[config.mk]
export PLATFORM = sky130hd
export DESIGN_NAME = mirror_mem_ctrl
export DESIGN_NICKNAME = d
export VERILOG_FILES = /design/src/rtl/mm_pkg.sv /design/src/rtl/mm_failover_fsm.sv /design/src/rtl/mm_rebuild_seq.sv /design/src/rtl/mirror_mem_ctrl.sv
export SDC_FILE = /design/constraint.sdc
export NUM_CORES = 1
export LEC_CHECK = 0
export ABC_AREA = 1
export ABC_CLOCK_PERIOD_IN_PS = 4460
export CAP_MARGIN = 15
export CORE_MARGIN = 8
export CORE_UTILIZATION = 40
export CTS_BUF_LIST = sky130_fd_sc_hd__clkbuf_16
export CTS_CLUSTER_DIAMETER = 100
export DETAILED_ROUTE_END_ITERATION = 6
export PLACE_DENSITY = 0.81
export SLEW_MARGIN = 20
export SYNTH_ARGS = -nofsm -noshare
export SYNTH_HDL_FRONTEND = slang
export SYNTH_SLANG_ARGS = --single-unit
[constraint.sdc]
create_clock -name clk -period 4.46 [get_ports clk]
set_clock_uncertainty 0.1 [all_clocks]
set_input_delay 1.338 -clock clk [delete_from_list [all_inputs] [get_ports clk]]
set_output_delay 1.338 -clock clk [all_outputs]
set_load 0.1 [all_outputs]
[src/rtl/mm_pkg.sv]
// Shared types for the mirrored memory channel controller.
package mm_pkg;

    // Failover modes; the encoding is visible on mode_o.
    typedef enum logic [1:0] {
        ST_MIRRORED = 2'd0,
        ST_DEG_A    = 2'd1,
        ST_DEG_B    = 2'd2,
        ST_REBUILD  = 2'd3
    } mm_state_e;

    // Copy-back sequencer phases.
    typedef enum logic [1:0] {
        PH_READ    = 2'd0,
        PH_CAPTURE = 2'd1,
        PH_WRITE   = 2'd2
    } mm_phase_e;

endpackage

[src/rtl/mm_failover_fsm.sv]
// Failover state machine.
// Tracks whether both copies are live, which copy has failed, and whether a
// rebuild is running. Assumes the dead and replaced inputs are single-cycle
// strobes from system logic. Clearing the enable forces the mirrored state.
module mm_failover_fsm
    import mm_pkg::*;
(
    input  logic      clk,
    input  logic      rst_n,
    input  logic      cfg_en_i,
    input  logic      mirror_on_i,
    input  logic      dead_a_i,
    input  logic      dead_b_i,
    input  logic      repl_a_i,
    input  logic      repl_b_i,
    input  logic      rb_done_i,
    output mm_state_e state_o,
    output logic      rb_to_b_o
);

    mm_state_e state_q, state_nx;
    logic      to_b_q;

    // Next-state selection from strobes and sweep completion.
    always_comb begin
        state_nx = state_q;
        if (!cfg_en_i) begin
            state_nx = ST_MIRRORED;
        end else begin
            case (state_q)
                ST_MIRRORED: begin
                    if (mirror_on_i && dead_a_i)      state_nx = ST_DEG_A;
                    else if (mirror_on_i && dead_b_i) state_nx = ST_DEG_B;
                end
                ST_DEG_A:   if (repl_a_i)  state_nx = ST_REBUILD;
                ST_DEG_B:   if (repl_b_i)  state_nx = ST_REBUILD;
                ST_REBUILD: if (rb_done_i) state_nx = ST_MIRRORED;
                default:    state_nx = ST_MIRRORED;
            endcase
        end
    end

    // State register and rebuild-direction latch.
    always_ff @(posedge clk) begin
        if (!rst_n) begin
            state_q <= ST_MIRRORED;
            to_b_q  <= 1'b0;
        end else begin
            state_q <= state_nx;
            if (state_q == ST_DEG_B && state_nx == ST_REBUILD) to_b_q <= 1'b1;
            if (state_q == ST_DEG_A && state_nx == ST_REBUILD) to_b_q <= 1'b0;
        end
    end

    assign state_o   = state_q;
    assign rb_to_b_o = to_b_q;

endmodule

[src/rtl/mm_rebuild_seq.sv]
// Copy-back address sequencer.
// Walks word addresses from zero to the last word. For each word it reads the
// survivor, captures the data, then writes the new copy. It issues nothing in
// a cycle that carries a host request. A host write to the word in flight
// replaces the captured data. Assumes one cycle of read latency on the
// source copy.
module mm_rebuild_seq
    import mm_pkg::*;
#(
    parameter int IW = 5,
    parameter int DW = 16
) (
    input  logic          clk,
    input  logic          rst_n,
    input  logic          active_i,
    input  logic          host_busy_i,
    input  logic          host_wr_i,
    input  logic [IW-1:0] host_idx_i,
    input  logic [DW-1:0] host_wdata_i,
    input  logic [DW-1:0] src_rdata_i,
    output logic          rd_en_o,
    output logic          wr_en_o,
    output logic [IW-1:0] ptr_o,
    output logic [DW-1:0] wdata_o,
    output logic          done_o
);

    localparam logic [IW-1:0] LAST_IDX = {IW{1'b1}};

    logic [IW-1:0] ptr_q;
    logic [DW-1:0] hold_q;
    mm_phase_e     phase_q;
    logic          hit;

    // Issue strobes: the host always has priority on the copy ports.
    always_comb begin
        hit     = host_wr_i && (host_idx_i == ptr_q);
        rd_en_o = active_i && (phase_q == PH_READ)  && !host_busy_i;
        wr_en_o = active_i && (phase_q == PH_WRITE) && !host_busy_i;
        done_o  = wr_en_o && (ptr_q == LAST_IDX);
    end

    // Pointer, phase and captured-data registers.
    always_ff @(posedge clk) begin
        if (!rst_n) begin
            ptr_q   <= '0;
            phase_q <= PH_READ;
            hold_q  <= '0;
        end else if (!active_i) begin
            ptr_q   <= '0;
            phase_q <= PH_READ;
        end else begin
            case (phase_q)
                PH_READ: if (rd_en_o) phase_q <= PH_CAPTURE;
                PH_CAPTURE: begin
                    hold_q  <= hit ? host_wdata_i : src_rdata_i;
                    phase_q <= PH_WRITE;
                end
                PH_WRITE: begin
                    if (wr_en_o) begin
                        ptr_q   <= ptr_q + 1'b1;
                        phase_q <= PH_READ;
                    end else if (hit) begin
                        hold_q <= host_wdata_i;
                    end
                end
                default: phase_q <= PH_READ;
            endcase
        end
    end

    assign ptr_o   = ptr_q;
    assign wdata_o = hold_q;

endmodule

[src/rtl/mirror_mem_ctrl.sv]
// Mirrored memory channel controller (top).
// Routes host requests to two memory copies, steers reads by scrub error
// counts, fails over to a survivor and runs a copy-back rebuild. Assumes both
// copy ports are synchronous RAMs with one cycle of read latency and that the
// scrubber counts are stable while a read is presented.
module mirror_mem_ctrl
    import mm_pkg::*;
#(
    parameter int AW = 10,
    parameter int DW = 32,
    parameter int CW = 8
) (
    input  logic          clk,
    input  logic          rst_n,
    input  logic          cfg_mirror_en,
    input  logic          req_valid,
    input  logic          req_write,
    input  logic [AW-1:0] req_addr,
    input  logic [DW-1:0] req_wdata,
    output logic          rsp_valid,
    output logic [DW-1:0] rsp_rdata,
    input  logic [CW-1:0] scrub_err_a,
    input  logic [CW-1:0] scrub_err_b,
    input  logic          copy_dead_a,
    input  logic          copy_dead_b,
    input  logic          copy_replaced_a,
    input  logic          copy_replaced_b,
    output logic          mem_a_en,
    output logic          mem_a_we,
    output logic [AW-2:0] mem_a_addr,
    output logic [DW-1:0] mem_a_wdata,
    input  logic [DW-1:0] mem_a_rdata,
    output logic          mem_b_en,
    output logic          mem_b_we,
    output logic [AW-2:0] mem_b_addr,
    output logic [DW-1:0] mem_b_wdata,
    input  logic [DW-1:0] mem_b_rdata,
    output logic [1:0]    mode_o,
    output logic          fault_o
);

    localparam int IW = AW - 1;

    mm_state_e     state;
    logic          mirror_q;
    logic          rb_to_b;
    logic          rb_rd, rb_wr, rb_done;
    logic [IW-1:0] rb_ptr;
    logic [DW-1:0] rb_wdata;
    logic [IW-1:0] idx;
    logic          steer_b, sel_b, host_a, host_b;
    logic          rsp_q, sel_q;

    assign idx     = req_addr[IW-1:0];
    assign steer_b = (scrub_err_b < scrub_err_a);

    // Registered mirroring enable; off after reset.
    always_ff @(posedge clk) begin
        if (!rst_n) mirror_q <= 1'b0;
        else        mirror_q <= cfg_mirror_en;
    end

    mm_failover_fsm u_fsm (
        .clk         (clk),
        .rst_n       (rst_n),
        .cfg_en_i    (cfg_mirror_en),
        .mirror_on_i (mirror_q),
        .dead_a_i    (copy_dead_a),
        .dead_b_i    (copy_dead_b),
        .repl_a_i    (copy_replaced_a),
        .repl_b_i    (copy_replaced_b),
        .rb_done_i   (rb_done),
        .state_o     (state),
        .rb_to_b_o   (rb_to_b)
    );

    mm_rebuild_seq #(.IW(IW), .DW(DW)) u_seq (
        .clk          (clk),
        .rst_n        (rst_n),
        .active_i     (state == ST_REBUILD),
        .host_busy_i  (req_valid),
        .host_wr_i    (req_valid && req_write),
        .host_idx_i   (idx),
        .host_wdata_i (req_wdata),
        .src_rdata_i  (rb_to_b ? mem_a_rdata : mem_b_rdata),
        .rd_en_o      (rb_rd),
        .wr_en_o      (rb_wr),
        .ptr_o        (rb_ptr),
        .wdata_o      (rb_wdata),
        .done_o       (rb_done)
    );

    // Host routing: which copies a request touches and which copy serves a read.
    always_comb begin
        sel_b  = 1'b0;
        host_a = 1'b0;
        host_b = 1'b0;
        if (!mirror_q) begin
            sel_b  = req_addr[AW-1];
            host_a = req_valid && !req_addr[AW-1];
            host_b = req_valid &&  req_addr[AW-1];
        end else begin
            case (state)
                ST_DEG_A: begin sel_b = 1'b1; host_b = req_valid; end
                ST_DEG_B: begin sel_b = 1'b0; host_a = req_valid; end
                ST_REBUILD: begin
                    sel_b  = (idx < rb_ptr) ? steer_b : !rb_to_b;
                    host_a = req_valid && (req_write || !sel_b);
                    host_b = req_valid && (req_write ||  sel_b);
                end
                default: begin
                    sel_b  = steer_b;
                    host_a = req_valid && (req_write || !sel_b);
                    host_b = req_valid && (req_write ||  sel_b);
                end
            endcase
        end
    end

    // Copy port muxes: host first, otherwise copy-back traffic.
    always_comb begin
        mem_a_en    = host_a || (rb_rd && rb_to_b) || (rb_wr && !rb_to_b);
        mem_a_we    = host_a ? req_write : (rb_wr && !rb_to_b);
        mem_a_addr  = host_a ? idx : rb_ptr;
        mem_a_wdata = host_a ? req_wdata : rb_wdata;
        mem_b_en    = host_b || (rb_rd && !rb_to_b) || (rb_wr && rb_to_b);
        mem_b_we    = host_b ? req_write : (rb_wr && rb_to_b);
        mem_b_addr  = host_b ? idx : rb_ptr;
        mem_b_wdata = host_b ? req_wdata : rb_wdata;
    end

    // Read response tracking: one cycle after the read is presented.
    always_ff @(posedge clk) begin
        if (!rst_n) begin
            rsp_q <= 1'b0;
            sel_q <= 1'b0;
        end else begin
            rsp_q <= req_valid && !req_write;
            sel_q <= sel_b;
        end
    end

    assign rsp_valid = rsp_q;
    assign rsp_rdata = sel_q ? mem_b_rdata : mem_a_rdata;
    assign mode_o    = state;
    assign fault_o   = (state != ST_MIRRORED);

endmodule

### Word-level counts from Yosys, hierarchy flattened

Cells that the tools add are included.

| storage, ports and cells | value |
|---|---|
| flip-flop bits (word level) | 49 |
| output and inout bits | 122 |
| input bits | 131 |
| logic and storage cells | 98 |

| cells by class | value |
|---|---|
| bitwise operators | 1 |
| reduce and logical (&&, ||, !) cells | 45 |
| multiplexer cells | 29 |
| add/subtract/negate cells | 1 |
| order comparisons | 2 |
| equality and inequality tests | 12 |

Operators with widths:

| operator | number |
|---|---|
| two-way mux 32 bit | 7 |
| one-hot mux 32 bit (2 select lines) | 1 |
| logical AND 1 bit | 22 |
| two-way mux 9 bit | 2 |
| two-way mux 2 bit | 8 |
| adder 9 x 1 -> 9 bit, second input constant | 1 |
| equality test 9 bit | 1 |
| equality test 9 bit, second input constant | 1 |
| < comparator 9 bit | 1 |
| one-hot mux 1 bit (3 select lines) | 3 |
| equality test 2 bit, second input constant | 4 |
| logical OR 1 bit | 8 |
| < comparator 8 bit | 1 |
| one-hot mux 2 bit (4 select lines) | 1 |
| logical NOT 1 bit | 6 |
| two-way mux 1 bit | 6 |
| != test 2 bit, second input constant | 3 |
| one-hot mux 2 bit (3 select lines) | 1 |
| AND reduction 2 bit | 3 |
| equality test 2 x 1 -> 1 bit, second input constant | 2 |
| logical NOT 2 bit | 2 |
| AND reduction 4 bit | 1 |
| nonzero test 2 bit | 2 |
| != test 2 x 1 -> 1 bit, second input constant | 1 |
| 2 further kinds | 2 |

### Depth between registers and ports, before layout

| depth | value |
|---|---|
| depth in word-level cells | 10 |
| mapped depth | 18 |
| mapped depth without buffers | 17 |

### Cells and area by module

A second synthesis with hierarchy kept.

| unflattened totals | value |
|---|---|
| cells, all modules | 1015 |
| area total of the unflattened synthesis | 5451.5 um^2 |

By module, submodules not included:

| module | cells an instance | area each (um^2) | times used | seq. area each (um^2) |
|---|---|---|---|---|
| mirror_mem_ctrl | 567 | 2825.2 | 1 | 60.1 |
| mm_rebuild_seq | 416 | 2432.3 | 1 | 860.8 |
| mm_failover_fsm | 32 | 193.9 | 1 | 60.1 |

### Worst setup path before layout

OpenSTA, ideal clock, no wires.

| path | value |
|---|---|
| path type | input-to-output |
| start | in req_addr[8] |
| end | out mem_a_en |
| path buffers | 1 |
| required time | 3.022 ns |
| arrival | 3.478 ns |
| path slack | -0.456 ns |
| stages on the path | 12 |
| path through | ha_1 -> nand2_1 -> inv_1 -> a21oi_1 -> nand3_1 -> a21oi_1 -> nand2_1 -> nand2_1 -> nand2_1 -> nand2_2 -> buf_2 -> nand4_1 |

| on the way | value |
|---|---|
| word-level cells in the longest chain between the ends | 9 |

RTL lines:

| what | line | text |
|---|---|---|
| start: declaration | mirror_mem_ctrl.sv:18 | `input logic [AW-1:0] req_addr,` |
| < comparator 9 bit | mirror_mem_ctrl.sv:107 | `sel_b = (idx < rb_ptr) ? steer_b : !rb_to_b;` |
| two-way mux 1 bit | mirror_mem_ctrl.sv:107 |  |
| logical NOT 1 bit | mirror_mem_ctrl.sv:108 | `host_a = req_valid && (req_write \|\| !sel_b);` |
| logical OR 1 bit | mirror_mem_ctrl.sv:108 |  |
| logical AND 1 bit | mirror_mem_ctrl.sv:108 |  |
| one-hot mux 1 bit (3 select lines) | mirror_mem_ctrl.sv:103 | `case (state)` |
| two-way mux 1 bit | mirror_mem_ctrl.sv:98 | `if (!mirror_q) begin` |
| logical OR 1 bit (2 in a row) | mirror_mem_ctrl.sv:122 | `mem_a_en = host_a \|\| (rb_rd && rb_to_b) \|\| (rb_wr && !rb_to_b);` |
| end: declaration | mirror_mem_ctrl.sv:28 | `output logic mem_a_en,` |

Every way passes these cells.

### Worst setup path in the final report

| path | value |
|---|---|
| start | in req_addr[6] |
| end | out mem_b_wdata[19] |

| on the way | value |
|---|---|
| word-level cells in the longest chain between the ends | 7 |

RTL lines:

| what | line | text |
|---|---|---|
| < comparator 9 bit | mirror_mem_ctrl.sv:107 |  |
| two-way mux 1 bit | mirror_mem_ctrl.sv:107 |  |
| logical OR 1 bit | mirror_mem_ctrl.sv:109 | `host_b = req_valid && (req_write \|\| sel_b);` |
| logical AND 1 bit | mirror_mem_ctrl.sv:109 |  |
| one-hot mux 1 bit (3 select lines) | mirror_mem_ctrl.sv:103 |  |
| two-way mux 1 bit | mirror_mem_ctrl.sv:98 |  |
| two-way mux 32 bit | mirror_mem_ctrl.sv:129 | `mem_b_wdata = host_b ? req_wdata : rb_wdata;` |
| end: declaration | mirror_mem_ctrl.sv:36 | `output logic [DW-1:0] mem_b_wdata,` |

Every way passes these cells.

==> impl_metrics.yaml <==
status:
  status: "finished with violations"
  failed_checks: "setup timing"
layout:
  layout-drive-gt1-share: 0.371
  nets: 1275
  final_common_cell: "nand2_1"
  final_cell_mix: "nand2_1, buf_12, clkdlybuf4s50_1"
  fill_cells: 516
  diodes: 0
  area_growth_pct: 121
  stdcell_count: 1265
global_routing:
  grt_usage: 0.305
  grt_start_max_net_pins: 65
  grt_pass1_wl_um: 36900
  grt_antenna_before_repair: 0
  overflow: 0
  grt_pass1_vias: 7079
clocking:
  hold_buffers: 0
  cts_tree: "built"
  root_buffer: "clkbuf_16"
  clkSinkCount: 49
  worstSkewPairLatency_ns: 0.29
  cts_max_level: 2
  cts_buffer_depth: 2
  cts_buffers: 5
  path_clk_slew_ns: 0.07
sta:
  period_needed_ns: 4.81
  finalMaxSlewViolations: 0
  fmax_ghz: 0.208
  setup_viol: 87
  hold_viol: 0
  timing.final.crit_share: 1.08
  rsz0062_at_grt: "true"
  worst_pin_slew_ns: 0.994
  fin_ws_ns: -0.345
  max_slew_margin: 0.336
critical_path:
  end_kind: "output pin"
  r2r_cells: 30
  rrSetupSlack_ns: 0.27
  arrival_ns: 3.37
  critPathLaunchType: "primary input"
  worst-endpoint-required_ns: 3.02
  critical_path_class: "primary input to output pin"
  r2r-start: "u_seq.ptr_o[6]"
  path_max_fanout: 7
  r2r_end: "sel_q"
worst_hold_path:
  hold_path_class: "flip-flop to flip-flop"
  holdPathEnd: "u_seq.phase_q[0]"
  hp-start: "u_seq.phase_q[0]"
  whs_path_depth: 1
power_and_ir_drop:
  ir_drop_mv: 0.185
  p_sw_frac: 0.476
  comb_power_share: 0.620
  total_power_mw: 2.38
  power.switching_mw: 1.13
  p_clk_frac: 0.190
  power.share.sequential: 0.190
  p_leak_nw: 4.58
  power_density_mw_per_mm2: 233
  p_int_mw: 1.25
job:
  max-cap-violations: 0
yosys:
  synth_area_per_cell_um2: 5.52
  synth_edf_count: 0
  syn-cell-area_mm2: 0.00464
  ys.flop_type: "dfxtp_1"
  ys_async_sr_fraction: 0
  yosys_warnings: 0
  yosysUniqueCellTypes: 28
  ys_seq_area_frac: 0.212
  synthCells: 840
  ys_seq_elements: 49
  synthesis.nets: 994
detailed_routing:
  via_per_inst: 5.86
  dr.pass1.iters: 6
  vias: 7407
  wire_per_inst_um: 21.7
  drc: 0
  first_iter_violations: 805
  drtAntennaViolNets: 0
  routed_wl_um: 27500
floorplanning:
  fp.dieW_um: 124
  start_util: 0.408
  die_h_um: 124
  rows: 39
  num_io_pins: 253
  dieArea_mm2: 0.0153
  coreArea_mm2: 0.0114
placed_design:
  gp_congestion: 0.916
  port_buffers: 252
  hpwl_um: 17100
  place_inst: 1216
[power groups by stage]
stage	clock (mW)	combinational (mW)	sequential, mW
2_1_floorplan	0	0.753	0.462
3_3_place_gp	0	1.32	0.462
3_5_place_dp	0	1.32	0.462
4_1_cts	0.439	1.41	0.452
5_1_grt	0.457	1.52	0.453
6_report	0.454	1.48	0.452
[metrics by stage]
step	area (um^2)	util	hold slack, ns	setup TNS (ns)	worst slack, ns
floorplan	4980	-	0.324	-0.612	-0.318
global placement	8950	0.787	0.336	-48.31	-0.633
detailed placement	8950	0.787	0.350	-48.47	-0.626
CTS	9820	0.864	0.366	-17.18	-0.229
global route	10200	0.900	0.422	-32.67	-0.439
finish	10200	0.900	0.418	-24.82	-0.345
[synth_stat cells (3+ instances only)]
cell type | number | area [um^2]
o21ai_0 | 46 | 230
buf_6 | 3 | 33.8
nand2_1 | 311 | 1170
buf_2 | 19 | 95.1
nor3_1 | 3 | 15.0
inv_1 | 79 | 297
o21ai_1 | 28 | 140
ha_1 | 23 | 288
nor2_1 | 47 | 176
nand2_2 | 4 | 25.0
nand3_1 | 93 | 465
nand4_1 | 6 | 37.5
a31oi_1 | 32 | 200
dfxtp_1 | 49 | 981
a21oi_1 | 51 | 255
clkbuf_1 | 30 | 113
[cells by family (layout without fill, tap and decap cells)]
logic type,after synthesis,after routing,synth area share
compound gates,163,163,0.191
fa+ha+maj,23,23,0.0621
buf+inv,135,417,0.119
flops,49,49,0.212
simple gates,470,470,0.416
[area by class of cell]
class	count	area, um^2	share of cell area
Tap cell	143	179	0.0175
Timing Repair Buffer	328	4580	0.448
Multi-Input combinational cell	656	4020	0.393
Clock buffer	5	125	0.0122
Inverter	81	304	0.0297
Sequential cell	49	983	0.0961
Clock inverter	3	37.5	0.00367
[how the worst max path moves through the flow]
stage | depth (start not counted) | slack, ns | endpoint | from
after global routing | 16 | -0.44 | mem_b_wdata[19] | req_addr[6]
after detailed placement | 16 | -0.63 | mem_a_en | req_addr[2]
after CTS | 21 | -0.23 | mem_a_wdata[13] | req_addr[4]
after floorplan | 14 | -0.32 | mem_a_en | req_addr[2]
after global placement | 16 | -0.63 | mem_a_en | req_addr[2]
final | 16 | -0.35 | mem_b_wdata[19] | req_addr[6]
[per-layer routing]
| metal | up-vias | global-route usage | share of wire |
|---|---|---|---|
| met4 | 0 | 0.111 | 0.052 |
| met1 | 3460 | 0.325 | 0.34 |
| met2 | 510 | 0.564 | 0.51 |
| li1 | 3313 | - | - |
| met5 | - | 0 | 0 |
| met3 | 124 | 0.0839 | 0.10 |
[worst max-delay path, cell delays in order]
cell,delay [ns]
buf_2,0.12
ha_4,0.22
nand2_2,0.07
nand2_2,0.07
a21oi_2,0.15
nand3_2,0.13
a21oi_2,0.13
nand2_1,0.07
buf_4,0.14
nand3_1,0.10
nand2_4,0.12
nand2_8,0.16
clkbuf_16,0.19
nand2_1,0.07
nand2_2,0.10
buf_12,0.18
[flip-flops by register name (all words and copies together), names as in the netlist]
| signal | count |
|---|---|
| u_seq.wdata_o | 32 |
| u_seq.ptr_o | 9 |
| u_fsm.state_o | 2 |
| u_seq.phase_q | 2 |
| mirror_q | 1 |
| rsp_valid | 1 |
| sel_q | 1 |
| u_fsm.rb_to_b_o | 1 |
[repair_timing]
item	CTS	global route
endpoints found under the setup margin	86	87
setup buffers	28	3
gates resized for setup	186	60
pin swaps	51	38
gates cloned	5	6
Power figures use the tool's default switching activity.
